`src/rtl/dit_pkg.sv`:
```
package dit_pkg;

    localparam int unsigned DW    = 32;
    localparam int unsigned OFS_W = 6;

    localparam logic [OFS_W-1:0] OFS_LOAD_LO = 6'h00;
    localparam logic [OFS_W-1:0] OFS_LOAD_HI = 6'h04;
    localparam logic [OFS_W-1:0] OFS_VAL_LO  = 6'h08;
    localparam logic [OFS_W-1:0] OFS_VAL_HI  = 6'h0C;
    localparam logic [OFS_W-1:0] OFS_CTRL    = 6'h10;
    localparam logic [OFS_W-1:0] OFS_ICLR    = 6'h14;
    localparam logic [OFS_W-1:0] OFS_RAW     = 6'h18;
    localparam logic [OFS_W-1:0] OFS_MSK     = 6'h1C;
    localparam logic [OFS_W-1:0] OFS_BG_LO   = 6'h20;
    localparam logic [OFS_W-1:0] OFS_BG_HI   = 6'h24;

    localparam int unsigned B_ONESHOT  = 0;
    localparam int unsigned B_SIZE32   = 1;
    localparam int unsigned B_IE       = 5;
    localparam int unsigned B_PERIODIC = 6;
    localparam int unsigned B_EN       = 7;

    typedef struct packed {
        logic en;
        logic periodic;
        logic ie;
        logic size32;
        logic oneshot;
    } ctl_t;

    typedef enum logic [1:0] {
        WRAP_ALL_ONES = 2'd0,
        WRAP_RELOAD   = 2'd1,
        WRAP_HOLD     = 2'd2
    } wrap_e;

    function automatic wrap_e wrap_of(ctl_t c);
        if (c.oneshot)  return WRAP_HOLD;
        if (c.periodic) return WRAP_RELOAD;
        return WRAP_ALL_ONES;
    endfunction

    function automatic ctl_t ctl_from_word(logic [DW-1:0] w);
        ctl_t c;
        c.en       = w[B_EN];
        c.periodic = w[B_PERIODIC];
        c.ie       = w[B_IE];
        c.size32   = w[B_SIZE32];
        c.oneshot  = w[B_ONESHOT];
        return c;
    endfunction

    function automatic logic [DW-1:0] ctl_to_word(ctl_t c);
        logic [DW-1:0] w;
        w             = '0;
        w[B_EN]       = c.en;
        w[B_PERIODIC] = c.periodic;
        w[B_IE]       = c.ie;
        w[B_SIZE32]   = c.size32;
        w[B_ONESHOT]  = c.oneshot;
        return w;
    endfunction

endpackage

```
`src/rtl/dit_decode.sv`:
```
module dit_decode
    import dit_pkg::*;
#(
    parameter int unsigned N_TIMERS = 2,
    parameter int unsigned ADDR_W   = 8
) (
    input  logic [ADDR_W-1:0]   addr,
    input  logic                wr_en,
    input  logic                rd_en,
    output logic [N_TIMERS-1:0] wr_sel,
    output logic [N_TIMERS-1:0] rd_sel,
    output logic [OFS_W-1:0]    ofs
);
    localparam int unsigned IDX_W = ADDR_W - OFS_W;

    logic aligned;

    assign aligned = (addr[1:0] == 2'b00);
    assign ofs     = addr[OFS_W-1:0];

    for (genvar i = 0; i < N_TIMERS; i++) begin : g_sel
        logic hit;
        assign hit       = aligned && (addr[ADDR_W-1:OFS_W] == IDX_W'(i));
        assign wr_sel[i] = wr_en && hit;
        assign rd_sel[i] = rd_en && hit;
    end

endmodule

```
`src/rtl/dit_channel.sv`:
```
module dit_channel
    import dit_pkg::*;
(
    input  logic             clk,
    input  logic             rst_n,
    input  logic             wr_stb,
    input  logic [OFS_W-1:0] ofs,
    input  logic [DW-1:0]    wdata,
    output logic [DW-1:0]    rd_word,
    output logic             raw_o,
    output ctl_t             ctl_o
);
    localparam int unsigned CW = 2 * DW;
    localparam logic [CW-1:0] LOW_MASK = {{DW{1'b0}}, {DW{1'b1}}};

    typedef struct packed {
        ctl_t          ctl;
        logic [CW-1:0] cnt;
        logic [CW-1:0] rld;
        logic          raw;
    } st_t;

    st_t           st_d, st_q;
    logic [CW-1:0] width_mask;
    logic [CW-1:0] live;
    logic [CW-1:0] rld_new;
    logic          load_hit;
    logic          expire;

    // next-state computation
    always_comb begin
        width_mask = st_q.ctl.size32 ? LOW_MASK : '1;
        live       = st_q.cnt & width_mask;
        load_hit   = wr_stb && ((ofs == OFS_LOAD_LO) || (ofs == OFS_LOAD_HI));

        rld_new = st_q.rld;
        if (wr_stb && ((ofs == OFS_LOAD_LO) || (ofs == OFS_BG_LO))) begin
            rld_new[DW-1:0] = wdata;
        end
        if (wr_stb && ((ofs == OFS_LOAD_HI) || (ofs == OFS_BG_HI))) begin
            rld_new[CW-1:DW] = wdata;
        end

        expire     = 1'b0;
        st_d       = st_q;
        st_d.rld   = rld_new;

        if (load_hit) begin
            st_d.cnt = rld_new & width_mask;
        end else if (st_q.ctl.en) begin
            if (live != '0) begin
                st_d.cnt = live - CW'(1);
                expire   = (live == CW'(1));
            end else begin
                case (wrap_of(st_q.ctl))
                    WRAP_HOLD:     st_d.cnt = '0;
                    WRAP_RELOAD:   st_d.cnt = st_q.rld & width_mask;
                    WRAP_ALL_ONES: st_d.cnt = width_mask;
                    default:       st_d.cnt = width_mask;
                endcase
            end
        end

        if (wr_stb && (ofs == OFS_CTRL)) begin
            st_d.ctl = ctl_from_word(wdata);
        end
        if (wr_stb && (ofs == OFS_ICLR)) begin
            st_d.raw = 1'b0;
        end
        if (expire) begin
            st_d.raw = 1'b1;
        end
    end

    // register readback
    always_comb begin
        case (ofs)
            OFS_LOAD_LO, OFS_BG_LO: rd_word = st_q.rld[DW-1:0];
            OFS_LOAD_HI, OFS_BG_HI: rd_word = st_q.rld[CW-1:DW];
            OFS_VAL_LO:             rd_word = live[DW-1:0];
            OFS_VAL_HI:             rd_word = live[CW-1:DW];
            OFS_CTRL:               rd_word = ctl_to_word(st_q.ctl);
            OFS_RAW:                rd_word = {{(DW-1){1'b0}}, st_q.raw};
            OFS_MSK:                rd_word = {{(DW-1){1'b0}}, st_q.raw & st_q.ctl.ie};
            default:                rd_word = '0;
        endcase
    end

    always_ff @(posedge clk) begin
        if (!rst_n) begin
            st_q <= '0;
        end else begin
            st_q <= st_d;
        end
    end

    assign raw_o = st_q.raw;
    assign ctl_o = st_q.ctl;

endmodule

```
`src/rtl/dit_rdmux.sv`:
```
module dit_rdmux
    import dit_pkg::*;
#(
    parameter int unsigned N_TIMERS = 2
) (
    input  logic [N_TIMERS-1:0]    rd_sel,
    input  logic [N_TIMERS*DW-1:0] chan_words,
    output logic [DW-1:0]          rdata
);
    always_comb begin
        rdata = '0;
        for (int i = 0; i < N_TIMERS; i++) begin
            if (rd_sel[i]) begin
                rdata = rdata | chan_words[i*DW +: DW];
            end
        end
    end

endmodule

```
`src/rtl/dual_interval_timer.sv`:
```
module dual_interval_timer
    import dit_pkg::*;
#(
    parameter int unsigned N_TIMERS = 2,
    parameter int unsigned ADDR_W   = 8
) (
    input  logic                clk,
    input  logic                rst_n,
    input  logic [ADDR_W-1:0]   addr,
    input  logic [DW-1:0]       wdata,
    input  logic                wr_en,
    input  logic                rd_en,
    output logic [DW-1:0]       rdata,
    output logic [N_TIMERS-1:0] irq,
    output logic                irq_any
);
    logic [N_TIMERS-1:0]    wr_sel;
    logic [N_TIMERS-1:0]    rd_sel;
    logic [OFS_W-1:0]       ofs;
    logic [N_TIMERS*DW-1:0] chan_words;
    logic [N_TIMERS-1:0]    raw_vec;
    logic [N_TIMERS-1:0]    en_vec;
    logic [N_TIMERS-1:0]    ie_vec;
    logic [N_TIMERS-1:0]    sz_vec;

    dit_decode #(
        .N_TIMERS (N_TIMERS),
        .ADDR_W   (ADDR_W)
    ) u_decode (
        .addr   (addr),
        .wr_en  (wr_en),
        .rd_en  (rd_en),
        .wr_sel (wr_sel),
        .rd_sel (rd_sel),
        .ofs    (ofs)
    );

    for (genvar i = 0; i < N_TIMERS; i++) begin : g_chan
        ctl_t ctl_w;

        dit_channel u_chan (
            .clk     (clk),
            .rst_n   (rst_n),
            .wr_stb  (wr_sel[i]),
            .ofs     (ofs),
            .wdata   (wdata),
            .rd_word (chan_words[i*DW +: DW]),
            .raw_o   (raw_vec[i]),
            .ctl_o   (ctl_w)
        );

        assign en_vec[i] = ctl_w.en;
        assign ie_vec[i] = ctl_w.ie;
        assign sz_vec[i] = ctl_w.size32;
    end

    dit_rdmux #(
        .N_TIMERS (N_TIMERS)
    ) u_rdmux (
        .rd_sel     (rd_sel),
        .chan_words (chan_words),
        .rdata      (rdata)
    );

    assign irq     = raw_vec & ie_vec;
    assign irq_any = |irq;

endmodule

```
`config.mk`:
```
export PLATFORM = sky130hd
export DESIGN_NAME = dual_interval_timer
export DESIGN_NICKNAME = d
export VERILOG_FILES = /design/src/rtl/dit_pkg.sv /design/src/rtl/dit_decode.sv /design/src/rtl/dit_channel.sv /design/src/rtl/dit_rdmux.sv /design/src/rtl/dual_interval_timer.sv
export SDC_FILE = /design/constraint.sdc
export NUM_CORES = 1
export LEC_CHECK = 0
export ABC_CLOCK_PERIOD_IN_PS = 3500
export BUFFER_PORTS_ARGS = -buffer_cell sky130_fd_sc_hd__buf_2
export CAP_MARGIN = 20
export CORE_UTILIZATION = 30
export DETAILED_ROUTE_END_ITERATION = 8
export PLACE_DENSITY = 0.51
export SKIP_LAST_GASP = 1
export SYNTH_ARGS = -nofsm -noshare
export SYNTH_HDL_FRONTEND = slang
export SYNTH_SLANG_ARGS = --single-unit
export TNS_END_PERCENT = 50
```
`constraint.sdc`:
```
create_clock -name clk -period 3.5 [get_ports clk]
set_input_delay 0.7 -clock clk [delete_from_list [all_inputs] [get_ports clk]]
set_output_delay 0.7 -clock clk [all_outputs]
set_load 0.03 [all_outputs]
```
### Yosys cells after proc, flatten, opt, wreduce, memory -nomap -nowiden

Index checks and enable logic that the tools add are counted.
Widths: inputs -> output; s select.

| word-level totals | value |
|---|---|
| input port bits | 44 |
| register bits after elaboration | 268 |

| cells by class | value |
|---|---|
| reductions and logical operators | 31 |
| mux-type cells | 60 |
| add/subtract/negate cells | 2 |
| eq/ne operators | 16 |
| bitwise gates (word level) | 10 |

Operators by type and width:

| operator | count |
|---|---|
| $mux 64 | 8 |
| $pmux 32 s7 | 2 |
| $and 64x64->64 | 6 |
| $pmux 64 s2 | 2 |
| $mux 32 | 6 |
| $eq 64x1->1 const B | 2 |
| $reduce_bool 64->1 | 2 |
| $sub 64x1->64 const B | 2 |
| $or 32x32->32 | 1 |
| $mux 1 | 28 |
| $mux 2 | 14 |
| $eq 6x5->1 const B | 4 |
| $logic_and 1x1->1 | 16 |
| $eq 6x4->1 const B | 2 |
| $eq 6x6->1 const B | 2 |
| $reduce_bool 2->1 | 4 |
| $eq 2x1->1 const B | 3 |
| $eq 6x3->1 const B | 1 |
| $logic_not 6->1 | 1 |
| $reduce_or 2->1 | 3 |
| $eq 2x2->1 const B | 2 |
| $logic_not 2->1 | 2 |
| $logic_or 1x1->1 | 3 |
| $and 1x1->1 | 2 |
| $and 2x2->2 | 1 |

### Longest topological paths before layout

| logic depth | value |
|---|---|
| depth in word-level cells | 20 |
| gate-level depth with buffers | 11 |
| mapped depth without buffers | 8 |

### By module

A second synthesis with hierarchy kept.

| second synthesis, totals | value |
|---|---|
| cell total of the unflattened synthesis | 2420 |
| area, all modules | 18611.6 um^2 |

Modules (own cells, without submodules):

| module | times used | cells each | sequential area each (um^2) | area each (um^2) |
|---|---|---|---|---|
| dit_channel | 2 | 1183 | 2682.6 | 9076.2 |
| dit_rdmux | 1 | 38 | 0.0 | 350.3 |
| dit_decode | 1 | 13 | 0.0 | 86.3 |
| dual_interval_timer | 1 | 3 | 0.0 | 22.5 |

### Worst setup path before layout

OpenSTA, ideal clock, no wires.

| path | value |
|---|---|
| path type | input to output |
| from | in addr[3] |
| to | out rdata[11] |
| stages | 7 |
| required time | 2.800 ns |
| data arrival time | 3.678 ns |
| buffers on the path | 2 |
| path slack | -0.878 ns |
| cells stage by stage | clkbuf_1 > nor4_2 > and2_1 > clkbuf_1 > a221o_1 > a221oi_1 > a2111oi_0 |

| on the way | value |
|---|---|
| word-level cells in the longest chain between the ends | 6 |

Ends and longest elaborated chain:

| what | RTL line | RTL |
|---|---|---|
| start, declared | dual_interval_timer.sv:9 | `input logic [ADDR_W-1:0] addr,` |
| $eq 6x6->1 (tied with other cells) | dit_channel.sv:77 | `case (ofs)` |
| $reduce_or 2->1 | dit_channel.sv:77 |  |
| $pmux 32 s7 | dit_channel.sv:77 |  |
| $mux 32 | dit_rdmux.sv:13 | `if (rd_sel[i]) begin` |
| $or 32x32->32 | dit_rdmux.sv:14 | `rdata = rdata \| chan_words[i*DW +: DW];` |
| $mux 32 * | dit_rdmux.sv:13 |  |
| end, declared | dual_interval_timer.sv:13 | `output logic [DW-1:0] rdata,` |

Mark *: on every way between the ends. The rest lies on a longest branch, timed or not.

### Worst setup path after layout

| path | value |
|---|---|
| from | reg g_chan[0].u_chan.st_q[106] in the netlist's numbering |
| to | out rdata[9] |

| on the way | value |
|---|---|
| word-level cells in the longest chain between the ends | 5 |

Ends and longest elaborated chain:

| what | RTL line | RTL |
|---|---|---|
| start, declared | dit_channel.sv:23 | `st_t st_d, st_q;` |
| start signal, assigned | dit_channel.sv:93 | `st_q <= st_d;` |
| $and 64x64->64 * | dit_channel.sv:33 | `live = st_q.cnt & width_mask;` |
| $pmux 32 s7 * | dit_channel.sv:77 |  |
| $mux 32 * | dit_rdmux.sv:13 |  |
| $or 32x32->32 | dit_rdmux.sv:14 |  |
| $mux 32 * | dit_rdmux.sv:13 |  |

Marks and branches as above.

==> metrics.yaml <==
status: "finished, violations left"
violations: "design-rule violations, negative setup slack"
crit_path_max_incr_delay_ps: 650
synth.area.top_cells: "dfxtp_1 (30%), mux2i_1 (11%), nor2_1 (7.5%)"
clock_path_buffers: 3
pwr-share-clk_pct: 48.0
crit_fanout: 9
clockRootBuffer: "clkbuf_16"
synthesis.area_sq_um: 18100
required_ps: 2800
path_clk_slew_ps: 60
arrival_ps: 2840
p_leak_nw: 8.99
hold_class: "reg -> reg"
grt_start_max_net_pins: 103
pwr-share-comb_pct: 14.9
final_common_cell: "nor2_1"
overflow: 0
start_kind: "flip-flop"
synthArstFlopShare_pct: 0
fin_crit_sh_pct: 101
synth_edf_count: 0
syn_inst: 2383
numPortBuffers: 78
fillers: 6241
p_seq_share_pct: 37.1
dieArea_sq_um: 61300
busiest_layer: "met2"
timing.final.ws_setup_ps: -37.3
min_to: "g_chan[0].u_chan.raw_o$_SDFFE_PN0P_"
cts_buffers: 36
internal_power_mw: 5.82
core-area_sq_um: 59200
cp_slowest_cell: "dfxtp_1"
setup_viol_count_final: 2
max_cap_violations: 0
syn-num-nets: 2431
power.switching_mw: 2.45
die_h_um: 248
power.density_nw_per_um2: 376
gp_congestion: 0.987
initial_utilization_pct: 30.5
cts_htree_levels: 2
clock.fmax_mhz: 283
cts_sinks: 268
drt-pass1-iter-count: 8
cp_cell_sequence: "nor2b_1, mux2i_1, o22ai_1, nor2_1, a211oi_2, buf_2"
p_sw_share_pct: 29.6
r2r_end: "g_chan[0].u_chan.st_q[101]$_SDFFE_PN0P_"
worstMarginPinSlew_ps: 1100
grtUsageMet1_pct: 43.7
final_cell_mix: "nor2_1 (359), dfxtp_1 (264), o21ai_0 (210)"
hold_slack_ps: 497
dp_hpwl_um: 72000
ys_types: 86
drt_iter0_drc: 2485
ys_ff_latch: 268
critPathCaptureType: "output port"
slew_viol_final: 0
whs_path_depth: 2
wl_per_cell_um: 30.1
grt_use_met3_pct: 5.56
grt_util_all_layers_pct: 32.0
pin_count: 79
ant_nets: 0
syn_avg_cell_area_sq_um: 7.59
yosysTopAreaCell: "dfxtp_1"
pre_cts_ws_ps: -125
wl_um: 99700
rsz0062_at_grt: "yes"
netlist.area_leader.share_pct: 29.7
cts_tree: "built"
floorplan.rows: 89
seq_area_frac_synth_pct: 29.7
worstHoldStart: "g_chan[0].u_chan.raw_o$_SDFFE_PN0P_"
final_area_sq_um: 22000
drcViolationCount: 3
synth_ff_type: "dfxtp_1"
critPathTopFamily: "compound AO/OA/AOI/OAI gates"
final_hold_viol_count: 0
holdBufCountCts: 0
fin_nets: 2560
clock_latency_ps: 590
fin_skew_ps: 44.3
worstReg2RegStart: "g_chan[0].u_chan.st_q[106]$_SDFFE_PN0P_"
antenna_found_initial: 3
grt_first_pass_wirelength_um: 144000
place_area_sq_um: 20600
drive_gt1_share_pct: 17.8
max-vdd-ir-drop_mv: 0.327
r2r_cells: 8
grt_use_met2_pct: 48.8
critPathBufInv: 1
grt_pass1_vias: 20000
fin_crit_ps: 3540
yosysWarnings: 0
path_depth: 6
area_delta_synth_final_pct: 21.5
placed_cells: 3235
r2r_slack_ps: 90
fp.dieW_um: 248
num_vias: 21100
vias_per_cell: 6.37
crit_type: "reg -> out"
slew_headroom_pct: 26.4
finalNonFillerCells: 3314
[per-layer routing]
| layer | vias up | part of all wire, % |
|---|---|---|
| met3 | 223 | 9.1 |
| li1 | 9237 | - |
| met1 | 10400 | 42 |
| met5 | - | 0.016 |
| met4 | 2 | 4.8 |
| met2 | 1210 | 44 |
[tightest hold or removal path: stages (launching register included)]
cell	delay, ps
dfxtp_1	320
o21ai_0	70
a21oi_1	60
[area by class of cell]
type,instances,area (sq um),area share (%)
clock buffers,57,1100,5.02
inverters,31,121,0.552
well taps,773,967,4.40
clock inverters,7,124,0.564
diodes,3,7.51,0.0342
flip-flops and latches,268,5370,24.5
repair buffers,299,2330,10.6
multi-input cells,1876,11900,54.4
[logic make-up (layout without fill, tap and decap cells)]
family          Yosys count  count (layout)  share of synthesized area (%)
compound gates          781             781                           28.7
xor+xnor                 21              21                           1.02
fa+ha+maj                 4               4                          0.277
buf+inv                 239             394                           5.10
flops                   268             268                           29.7
mux                     202             202                           11.2
other cells               0               3                              0
simple gates            868             868                           24.0
[worst max-delay path by stage]
stage                                                  startpoint         to  slack (ps)
after floorplan                                           addr[3]  rdata[14]        -200
after global routing                                      addr[1]   rdata[1]         -70
final                     g_chan[0].u_chan.st_q[106]$_SDFFE_PN0P_   rdata[9]         -40
after CTS                                                 addr[1]  rdata[15]         -50
after global placement                                    addr[1]   rdata[5]        -110
after detailed placement                                  addr[1]   rdata[5]        -120
[state kept, by name (all words and copies together) (netlist names)]
name                 count
g_chan.u_chan.st_q     256
g_chan.u_chan.raw_o      2
g_chan.u_chan.ctl_o     10
[power by group through the flow]
stage / Combinational, mW / Clock, mW / Sequential, mW
finish: 1.23 / 3.97 / 3.07
global route: 1.27 / 4.11 / 3.07
CTS: 1.19 / 3.99 / 3.07
detailed placement: 1.18 / 0 / 3.13
global placement: 1.18 / 0 / 3.13
floorplan: 0.607 / 0 / 3.13
[timing repair]
item                       CTS  global route
pin swaps                    2             4
setup endpoints to repair   12            24
gates resized for setup      2            17
gates cloned                 0             1
buffers inserted             7             4
[synth_stat cells, types with 7 or more instances]
library cell	number
a211o_1	7
a211oi_1	50
a21o_1	8
a21oi_1	128
a221oi_1	58
a22oi_1	37
a31oi_1	53
and2_1	11
and3_1	17
buf_1	20
buf_2	16
clkbuf_1	170
dfxtp_1	268
inv_1	30
mux2i_1	197
nand2_1	133
nand2b_1	19
nand3_1	45
nand4_1	23
nor2_1	359
nor2b_1	42
nor3_1	67
nor4_1	48
nor4_2	9
o2111ai_1	9
o211ai_1	15
o21a_1	35
o21ai_0	210
o21ai_1	15
o221a_2	8
o221ai_1	21
o22ai_1	28
o311ai_0	7
o31a_1	7
o31ai_1	16
or2_2	17
or3_1	18
or4_1	19
xnor2_1	17
[through the flow]
step           TNS [ps]  power, mW  utilization, %
2_1_floorplan     -1390       3.74               -
3_3_place_gp       -379       4.32            34.7
3_5_place_dp       -591       4.32            34.7
4_1_cts           -66.9       8.25            36.9
5_1_grt            -151       8.45            37.1
6_report          -38.4       8.27            37.1
Note: power is estimated with default switching activity, not from simulation.
